## src/rtl/sync_timing_core.sv

```systemverilog
module sync_timing_core #(
  parameter int SAMPLES_525 = 1716,
  parameter int SAMPLES_625 = 1728,
  parameter int LINES_525   = 525,
  parameter int LINES_625   = 625,
  parameter int HSYNC_W     = 64,
  parameter int HBLANK      = 276,
  parameter int VBLANK      = 20
) (
  input  logic        clk,
  input  logic        rst_n,
  input  logic [1:0]  std_sel,
  input  logic        master_sel,
  input  logic        hs_in_n,
  input  logic        vs_in_n,
  output logic        hs_out_n,
  output logic        vs_out_n,
  output logic        sync_oe,
  output logic [$clog2((SAMPLES_625 > SAMPLES_525) ? SAMPLES_625 : SAMPLES_525)-1:0] sample_cnt,
  output logic [$clog2((LINES_625 > LINES_525) ? LINES_625 : LINES_525)-1:0]         line_cnt,
  output logic        field_odd,
  output logic        blank,
  output logic        sync_err
);
  localparam int SW = $clog2((SAMPLES_625 > SAMPLES_525) ? SAMPLES_625 : SAMPLES_525);
  localparam int LW = $clog2((LINES_625 > LINES_525) ? LINES_625 : LINES_525);

  logic sleep, pal, m_act;
  logic [SW-1:0] len, half_smp, quarter;
  logic [LW-1:0] nlines, half_ln;
  logic hs_q, vs_q, hs_fall, vs_fall, s_end, l_end;
  logic fo_q, seen_hs, fo_master, vs_win, vblk;

  assign sleep    = (std_sel == 2'b00);
  assign pal      = (std_sel == 2'b10);
  assign m_act    = master_sel && !sleep;
  assign len      = pal ? SW'(SAMPLES_625) : SW'(SAMPLES_525);
  assign nlines   = pal ? LW'(LINES_625) : LW'(LINES_525);
  assign half_ln  = pal ? LW'((LINES_625 - 1) / 2) : LW'((LINES_525 - 1) / 2);
  assign half_smp = len >> 1;
  assign quarter  = len >> 2;
  assign hs_fall  = hs_q && !hs_in_n;
  assign vs_fall  = vs_q && !vs_in_n;
  assign s_end    = (sample_cnt >= len - SW'(1));
  assign l_end    = (line_cnt >= nlines - LW'(1));

  always_ff @(posedge clk or negedge rst_n) begin
    if (!rst_n) begin
      hs_q <= 1'b1; vs_q <= 1'b1;
      sample_cnt <= '0; line_cnt <= '0;
      fo_q <= 1'b1; sync_err <= 1'b0; seen_hs <= 1'b0;
    end else begin
      hs_q <= hs_in_n;
      vs_q <= vs_in_n;
      if (sleep) begin
        sample_cnt <= '0; line_cnt <= '0;
        fo_q <= 1'b1; sync_err <= 1'b0; seen_hs <= 1'b0;
      end else if (master_sel) begin
        sample_cnt <= s_end ? '0 : sample_cnt + SW'(1);
        if (s_end) line_cnt <= l_end ? '0 : line_cnt + LW'(1);
        sync_err <= 1'b0;
        seen_hs  <= 1'b0;
      end else begin
        sample_cnt <= (hs_fall || s_end) ? '0 : sample_cnt + SW'(1);
        if (vs_fall) begin
          if (hs_fall || sample_cnt < quarter) begin
            line_cnt <= '0;      fo_q <= 1'b1;
          end else begin
            line_cnt <= half_ln; fo_q <= 1'b0;
          end
        end else if (hs_fall) begin
          line_cnt <= l_end ? '0 : line_cnt + LW'(1);
        end
        if (hs_fall) begin
          seen_hs <= 1'b1;
          if (seen_hs) sync_err <= (sample_cnt != len - SW'(1));
        end
      end
    end
  end

  assign vs_win = (line_cnt < LW'(2))
               || (line_cnt == half_ln && sample_cnt >= half_smp)
               || (line_cnt == half_ln + LW'(1))
               || (line_cnt == half_ln + LW'(2) && sample_cnt < half_smp);
  assign fo_master = (line_cnt < half_ln) || (line_cnt == half_ln && sample_cnt < half_smp);
  assign vblk = (line_cnt < LW'(VBLANK))
             || (line_cnt >= half_ln && line_cnt <= half_ln + LW'(VBLANK));

  assign hs_out_n  = !(m_act && sample_cnt < SW'(HSYNC_W));
  assign vs_out_n  = !(m_act && vs_win);
  assign sync_oe   = m_act;
  assign field_odd = sleep ? 1'b1 : (master_sel ? fo_master : fo_q);
  assign blank     = sleep || (sample_cnt < SW'(HBLANK)) || vblk;

  p_wrap_r1: assert property (@(posedge clk) disable iff (!rst_n)
    (m_act && sample_cnt == len - SW'(1)) |=> (sample_cnt == '0));

  p_odd_even_start_r3: assert property (@(posedge clk) disable iff (!rst_n)
    (m_act && $stable(std_sel) && $stable(master_sel) && $fell(vs_out_n))
      |-> (!hs_out_n || sample_cnt == half_smp));

  p_sleep_quiet_r5: assert property (@(posedge clk) disable iff (!rst_n)
    sleep |-> (hs_out_n && vs_out_n && blank && !sync_oe));

  p_resync_r6: assert property (@(posedge clk) disable iff (!rst_n)
    (!master_sel && !sleep && hs_fall) |=> (sample_cnt == '0));

  p_even_detect_r7: assert property (@(posedge clk) disable iff (!rst_n)
    (!master_sel && !sleep && vs_fall && !hs_fall && sample_cnt >= quarter)
      |=> (!field_odd || sleep || master_sel));

  p_err_clear_r9: assert property (@(posedge clk) disable iff (!rst_n)
    (master_sel || sleep) |=> !sync_err);
endmodule

```

## config.mk

```make
export PLATFORM = sky130hd
export DESIGN_NAME = sync_timing_core
export DESIGN_NICKNAME = d
export VERILOG_FILES = /design/src/rtl/sync_timing_core.sv
export SDC_FILE = /design/constraint.sdc
export NUM_CORES = 1
export LEC_CHECK = 0
export BUFFER_PORTS_ARGS = -buffer_cell sky130_fd_sc_hd__buf_2
export CAP_MARGIN = 20
export CORE_MARGIN = 5
export CORE_UTILIZATION = 40
export CTS_CLUSTER_DIAMETER = 120
export DETAILED_ROUTE_END_ITERATION = 6
export PLACE_DENSITY = 0.65
export RECOVER_POWER = 50
export SLEW_MARGIN = 20
export SYNTH_ARGS = -nofsm -noshare
export SYNTH_HDL_FRONTEND = slang
export SYNTH_SLANG_ARGS = --single-unit
```

## constraint.sdc

```tcl
create_clock -name clk -period 5.9 [get_ports clk]
set_clock_uncertainty 0.2 [all_clocks]
set_input_delay 1.18 -clock clk [delete_from_list [all_inputs] [get_ports clk]]
set_output_delay 1.18 -clock clk [all_outputs]
set_load 0.02 [all_outputs]
```

==> results.sh, run 1 <==
export IMPL_hold_path_end="fo_q"
export IMPL_final_nets=306
export IMPL_fin_total_pwr_w=0.000618
export IMPL_hold_path_class="flip-flop to flip-flop"
export IMPL_clk_transition_reported_paths_ns=0.10
export IMPL_io_pins=34
export IMPL_syn_to_final_growth_pct=11.0
export IMPL_grt_overflow_total=0
export IMPL_p_comb_frac=0.361
export IMPL_clkPwrFrac=0.249
export IMPL_synthCells=253
export IMPL_diodes=0
export IMPL_power_density_nw_per_um2=255
export IMPL_regToRegEndpoint="line_cnt[8]"
export IMPL_power_switching_w=0.000241
export IMPL_first_global_vias=1951
export IMPL_grt_first_pass_wirelength_mm=9.62
export IMPL_drtIter0Drc=138
export IMPL_holdPathStages=2
export IMPL_avgSynthCellArea_sq_um=8.61
export IMPL_post_dp_hpwl_mm=4.29
export IMPL_setup_tns_ns=0
export IMPL_via_count=2006
export IMPL_sw_frac_of_total=0.390
export IMPL_worstPathRequired_ns=4.52
export IMPL_r2r_slack_ns=3.30
export IMPL_antenna_found_initial=0
export IMPL_vias_per_cell=5.73
export IMPL_cts_tree="built"
export IMPL_regArea_sq_um=654
export IMPL_tightest_slew_ns=1.47
export IMPL_worstPathArrival_ns=3.71
export IMPL_yosysWarnings=0
export IMPL_hold_slack_ns=0.348
export IMPL_cts_htree_levels=1
export IMPL_start_kind="input port"
export IMPL_grt_max_degree=27
export IMPL_die_y_um=83.8
export IMPL_fillers=528
export IMPL_p_seq_frac=0.390
export IMPL_syn_nets=278
export IMPL_die_w_um=83.8
export IMPL_p_leak_nw=1.03
export IMPL_cp_max_fo=16
export IMPL_drc=0
export IMPL_maxSlewViolCount=0
export IMPL_yosys_register_bits=26
export IMPL_ys_seq_area_frac=0.300
export IMPL_async_reset_ff_frac=1.00
export IMPL_period_needed_ns=5.09
export IMPL_pre_cts_ws_ns=0.847
export IMPL_globalplace_congestion=0.915
export IMPL_grt_setup_unrepaired="false"
export IMPL_top_usage_layer="met2"
export IMPL_ys_flop_type="dfrtp_1"
export IMPL_place_inst=346
export IMPL_outcome="finished, final reports clean"
export IMPL_peakVddDrop_v=0.000104
export IMPL_grt_use_met2=0.252
export IMPL_die_area_sq_um=7020
export IMPL_period_share=0.862
export IMPL_numCtsBuffers=3
export IMPL_placeableCoreArea_sq_um=5200
export IMPL_ant_nets=0
export IMPL_hold_start="fo_q"
export IMPL_slew_headroom=0.0192
export IMPL_netlist_area_sq_um=2180
export IMPL_maxCapViolations=0
export IMPL_drt_pass1_iter_count=4
export IMPL_row_count=26
export IMPL_wire_per_inst_um=16.1
export IMPL_fmax_mhz=197
export IMPL_end_kind="output pin"
export IMPL_cts_root_buffer="clkbuf_8"
export IMPL_setup_viol=0
export IMPL_stdcell_count=350
export IMPL_routed_wl_mm=5.63
export IMPL_synth_edff_count=0
export IMPL_cts_setup_buffers=0
export IMPL_cts_max_path_buffers=2
export IMPL_grt_use_met1=0.236
export IMPL_report_final_hold_viol_count=0
export IMPL_reg2reg_depth=9
export IMPL_initial_core_util=0.419
export IMPL_internal_power_w=0.000377
export IMPL_grt_use_met3=0.0237
export IMPL_grt_total_usage=0.165
export IMPL_clk_latency_ns=0.28
export IMPL_multi_input_area_sq_um=1420
export IMPL_layout_setup_ws_ns=0.813
export IMPL_synth_cell_types=57
export IMPL_rr_startpoint="line_cnt[2]"
export IMPL_clock_sinks=26
export IMPL_portBuffers=33
export IMPL_drive_gt1_frac=0.157
export IMPL_path_class="input port to output pin"
export IMPL_hold_buffers=0
export IMPL_ctsResizeCount=0
## logic make-up (layout without fill, tap and decap cells)
| family | count (synthesis) | count (layout) | share of synthesized area |
|---|---|---|---|
| xor gates and xnor gates | 9 | 9 | 0.0362 |
| DFF | 26 | 26 | 0.300 |
| buffers and inverters | 19 | 46 | 0.0459 |
| AOI/OAI and AO/OA | 69 | 69 | 0.230 |
| adders and majority gates | 18 | 18 | 0.103 |
| and+or+nand+nor | 112 | 112 | 0.284 |
## power by group through the flow
stage	Combinational [W]	Clock, W	Sequential (W)
after global placement	0.000223	0	0.000245
after CTS	0.000227	0.000157	0.000240
after detailed placement	0.000225	0	0.000244
after floorplan	0.000152	0	0.000249
final	0.000223	0.000154	0.000241
after global routing	0.000253	0.000163	0.000247
## layout by cell type (no fill, tap or decap), types with 3 or more instances in the layout
master	netlist	routed
inv_1	9	9
nor3b_1	3	3
nand2b_1	9	9
nand2_1	14	14
o21ai_0	17	16
xnor2_1	3	3
buf_2	2	19
o41ai_1	3	3
nor3_1	13	13
xor2_1	6	6
nand3_1	13	13
clkbuf_1	3	14
nor2b_1	5	5
nor4b_1	3	3
dfstp_2	3	3
dfrtp_1	23	23
nor2_1	30	30
o2bb2ai_1	4	4
and3_1	6	6
ha_1	18	18
clkbuf_8	0	3
a21oi_1	8	8
a22o_1	3	3
o21ai_1	3	4
## worst max-delay path, cell delays in order
cell,delay [ns]
clkbuf_1,0.13
nor2b_2,0.37
inv_1,0.39
ha_1,0.48
nand3_1,0.11
nor3_1,0.20
nor3_1,0.06
o21ai_0,0.06
o21ai_0,0.14
a32o_1,0.25
o21ai_1,0.14
buf_2,0.19
## how the worst max path moves through the flow
stage                from        to  depth (start not counted)
2_1_floorplan  std_sel[1]  vs_out_n                         11
3_3_place_gp   std_sel[1]     blank                         11
3_5_place_dp   std_sel[1]     blank                         11
4_1_cts        std_sel[1]     blank                         11
5_1_grt        std_sel[0]     blank                         12
6_report       std_sel[0]     blank                         12
## layout make-up
| class | instances | share of cell area |
|---|---|---|
| clock buffer | 3 | 0.0171 |
| clock inverter | 1 | 0.0124 |
| inverter | 9 | 0.0140 |
| multi-input combinational | 208 | 0.589 |
| sequential | 26 | 0.271 |
| tap | 70 | 0.0362 |
| timing repair buffer | 33 | 0.0610 |
## metrics by stage
stage,instance area (sq um),util
2_1_floorplan,2180,-
5_1_grt,2420,0.465
3_5_place_dp,2360,0.454
4_1_cts,2440,0.468
3_3_place_gp,2360,0.454
6_report,2420,0.465
## synth_stat cells, drive strengths merged (3+ instances only)
cell type,count,area [sq um]
inv,9,33.8
xnor2,3,26.3
nand2b,11,83.8
a22o,3,26.3
a21oi,10,57.6
dfstp,3,78.8
nor3,14,75.1
and3,6,37.5
nor2,31,124
nor4b,3,26.3
nor2b,7,53.8
buf,7,55.1
nand2,14,52.6
clkbuf,3,11.3
xor2,6,52.6
dfrtp,23,576
o41ai,3,26.3
ha,18,225
o2bb2ai,6,65.1
nor3b,3,22.5
o21ai,22,118
nand3,15,85.1
## state kept, by name (all words and copies together) (netlist names)
signal	cells
vs_q	1
line_cnt	10
sample_cnt	11
sync_err	1
fo_q	1
seen_hs	1
hs_q	1
## metal layers
| metal | routed length [um] | vias to the layer above |
|---|---|---|
| met1 | 2750 | 955 |
| li1 | - | 991 |
| met2 | 2550 | 52 |
| met3 | 251 | 8 |
| met4 | 74 | 0 |
| met5 | 0 | - |
(Power assumes the default switching activity.)
==> run 2: changes to the inputs <==
- ABC_AREA: default -> 1
- PLACE_DENSITY: 0.65 -> 0.64
==> results.sh, run 2 <==
export IMPL_ctsResizeCount=0
export IMPL_netlist_area_sq_um=2340
export IMPL_ys_flop_type="dfrtp_1"
export IMPL_regToRegEndpoint="sample_cnt[7]"
export IMPL_grt_use_met3=0.0152
export IMPL_diodes=0
export IMPL_ys_seq_area_frac=0.280
export IMPL_grt_setup_unrepaired="false"
export IMPL_post_dp_hpwl_mm=4.75
export IMPL_path_class="input port to output pin"
export IMPL_r2r_slack_ns=3.74
export IMPL_fmax_mhz=212
export IMPL_yosys_top_cells_count="nand2_1, nor2_1, inv_1, nand3_1, dfrtp_1"
export IMPL_critical_path_top_delay_family="simple AND/OR/NAND/NOR gates"
export IMPL_via_count=2302
export IMPL_avgSynthCellArea_sq_um=6.89
export IMPL_path_common_cell="nand2_1"
export IMPL_layout_commonest_cell="nand2_1"
export IMPL_start_kind="input port"
export IMPL_grt_use_met2=0.264
export IMPL_outcome="finished, final reports clean"
export IMPL_critPathBufInv=3
export IMPL_syn_nets=365
export IMPL_synthTopCellsByArea="dfrtp_1, nand2_1, ha_1"
export IMPL_clk_latency_ns=0.28
export IMPL_drive_gt1_frac=0.140
export IMPL_row_count=27
export IMPL_top_register="sample_cnt"
export IMPL_synth_cell_types=42
export IMPL_vias_per_cell=5.20
export IMPL_maxSlewViolCount=0
export IMPL_grt_max_degree=27
export IMPL_cts_root_buffer="clkbuf_8"
export IMPL_async_reset_ff_frac=1.00
export IMPL_die_area_sq_um=7480
export IMPL_wire_per_inst_um=13.5
export IMPL_period_share=0.801
export IMPL_setup_tns_ns=0
export IMPL_portBuffers=33
export IMPL_die_w_um=86.5
export IMPL_peakVddDrop_v=0.000131
export IMPL_cp_cell_sequence="buf_2 -> inv_1 -> nand2_1 -> ha_1 -> nand2_1 -> nor2_1 -> o21ai_0 -> nand3_1 -> nand2_1 -> nand2_1 -> o21ai_0 -> nand3_1 -> buf_2"
export IMPL_final_core_util=0.463
export IMPL_initial_core_util=0.417
export IMPL_cp_depth=13
export IMPL_cts_max_path_buffers=2
export IMPL_synthMostInstantiatedCell="nand2_1"
export IMPL_yosysTopAreaCell="dfrtp_1"
export IMPL_synth_top_area_share=0.246
export IMPL_p_leak_nw=1.29
export IMPL_routed_wl_mm=5.99
export IMPL_worstPathRequired_ns=4.52
export IMPL_grt_first_pass_wirelength_mm=10.2
export IMPL_power_switching_w=0.000263
export IMPL_clkPwrFrac=0.236
export IMPL_final_nets=397
export IMPL_synthCells=340
export IMPL_critPathLaunch="std_sel[0]"
export IMPL_syn_to_final_growth_pct=10.9
export IMPL_largest_reg_flops=11
export IMPL_fillers=614
export IMPL_internal_power_w=0.000379
export IMPL_cts_setup_buffers=0
export IMPL_clk_transition_reported_paths_ns=0.10
export IMPL_hold_path_class="flip-flop to flip-flop"
export IMPL_maxCapViolations=0
export IMPL_numCtsBuffers=3
export IMPL_cts_htree_levels=1
export IMPL_report_final_hold_viol_count=0
export IMPL_clock_sinks=26
export IMPL_period_needed_ns=4.72
export IMPL_tightest_slew_ns=1.40
export IMPL_drt_pass1_iter_count=4
export IMPL_setup_viol=0
export IMPL_top_usage_layer="met2"
export IMPL_crit_end="blank"
export IMPL_hold_buffers=0
export IMPL_cpPeakStageDelay_ns=0.50
export IMPL_hold_slack_ns=0.318
export IMPL_drc=0
export IMPL_drtIter0Drc=212
export IMPL_reg2reg_depth=6
export IMPL_globalplace_congestion=0.983
export IMPL_worstPathArrival_ns=3.34
export IMPL_top_regs="sample_cnt x11, line_cnt x10"
export IMPL_io_pins=34
export IMPL_slew_headroom=0.0672
export IMPL_cp_max_fo=19
export IMPL_p_comb_frac=0.386
export IMPL_rr_startpoint="sample_cnt[2]"
export IMPL_p_seq_frac=0.377
export IMPL_end_kind="output pin"
export IMPL_yosysWarnings=0
export IMPL_ant_nets=0
export IMPL_synth_edff_count=0
export IMPL_grt_total_usage=0.167
export IMPL_placeableCoreArea_sq_um=5610
export IMPL_grt_use_met1=0.245
export IMPL_die_y_um=86.5
export IMPL_antenna_found_initial=0
export IMPL_first_global_vias=2164
export IMPL_slowest_stage="ha_1"
export IMPL_power_density_nw_per_um2=247
export IMPL_yosys_register_bits=26
export IMPL_sw_frac_of_total=0.410
export IMPL_grt_overflow_total=0
export IMPL_mostFrequentLayoutCells="nand2_1, nor2_1, inv_1, nand3_1, dfrtp_1"
export IMPL_cts_tree="built"
[run 2: cell families (layout without fill, tap and decap cells)]
family	Yosys count	count (layout)	share of synthesized area
simple gates	199	199	0.401
buf+inv	51	82	0.0973
compound gates	37	37	0.0919
flops	26	26	0.280
fa+ha+maj	18	18	0.0962
xor+xnor	9	9	0.0337
[run 2: per-layer routing]
layer	up-vias	share of wire
met5	-	0
met4	0	0.0063
met3	4	0.058
met2	66	0.43
met1	1056	0.50
li1	1176	-
[run 2: worst min-delay path by stage]
stage / start / endpoint / cells after the start
2_1_floorplan: seen_hs / seen_hs / 2
3_3_place_gp: seen_hs / seen_hs / 2
3_5_place_dp: seen_hs / seen_hs / 2
4_1_cts: seen_hs / seen_hs / 2
5_1_grt: seen_hs / seen_hs / 2
6_report: seen_hs / seen_hs / 2
[run 2: power groups by stage]
stage	logic, W	clock network [W]	registers, W
3_5_place_dp	0.000249	0	0.000245
3_3_place_gp	0.000249	0	0.000246
6_report	0.000248	0.000152	0.000242
2_1_floorplan	0.000171	0	0.000254
4_1_cts	0.000251	0.000157	0.000242
5_1_grt	0.000288	0.000166	0.000248
[run 2: cell type report]
cell class | count | area (sq um) | share of cell area
clock inverters | 1 | 30.0 | 0.0116
inverters | 45 | 171 | 0.0660
flip-flops and latches | 26 | 654 | 0.252
repair buffers | 33 | 150 | 0.0578
clock buffers | 3 | 41.3 | 0.0159
multi-input cells | 263 | 1460 | 0.562
well taps | 72 | 90.1 | 0.0347
[run 2: metrics by stage]
step / setup WS [ns] / std cells / instance area [sq um] / power [W]
6_report: 1.18 / 443 / 2600 / 0.000642
3_3_place_gp: 1.19 / 439 / 2540 / 0.000496
5_1_grt: 0.999 / 443 / 2600 / 0.000701
3_5_place_dp: 1.20 / 439 / 2540 / 0.000494
4_1_cts: 1.20 / 443 / 2610 / 0.000650
2_1_floorplan: 1.67 / 340 / 2340 / 0.000424
[run 2: worst reg2reg max path, delay by kind of cell (launching register included)]
kind,cells,cell delay (ns)
simple gates,5,1.05
fa+ha+maj,1,0.35
flops,1,0.49
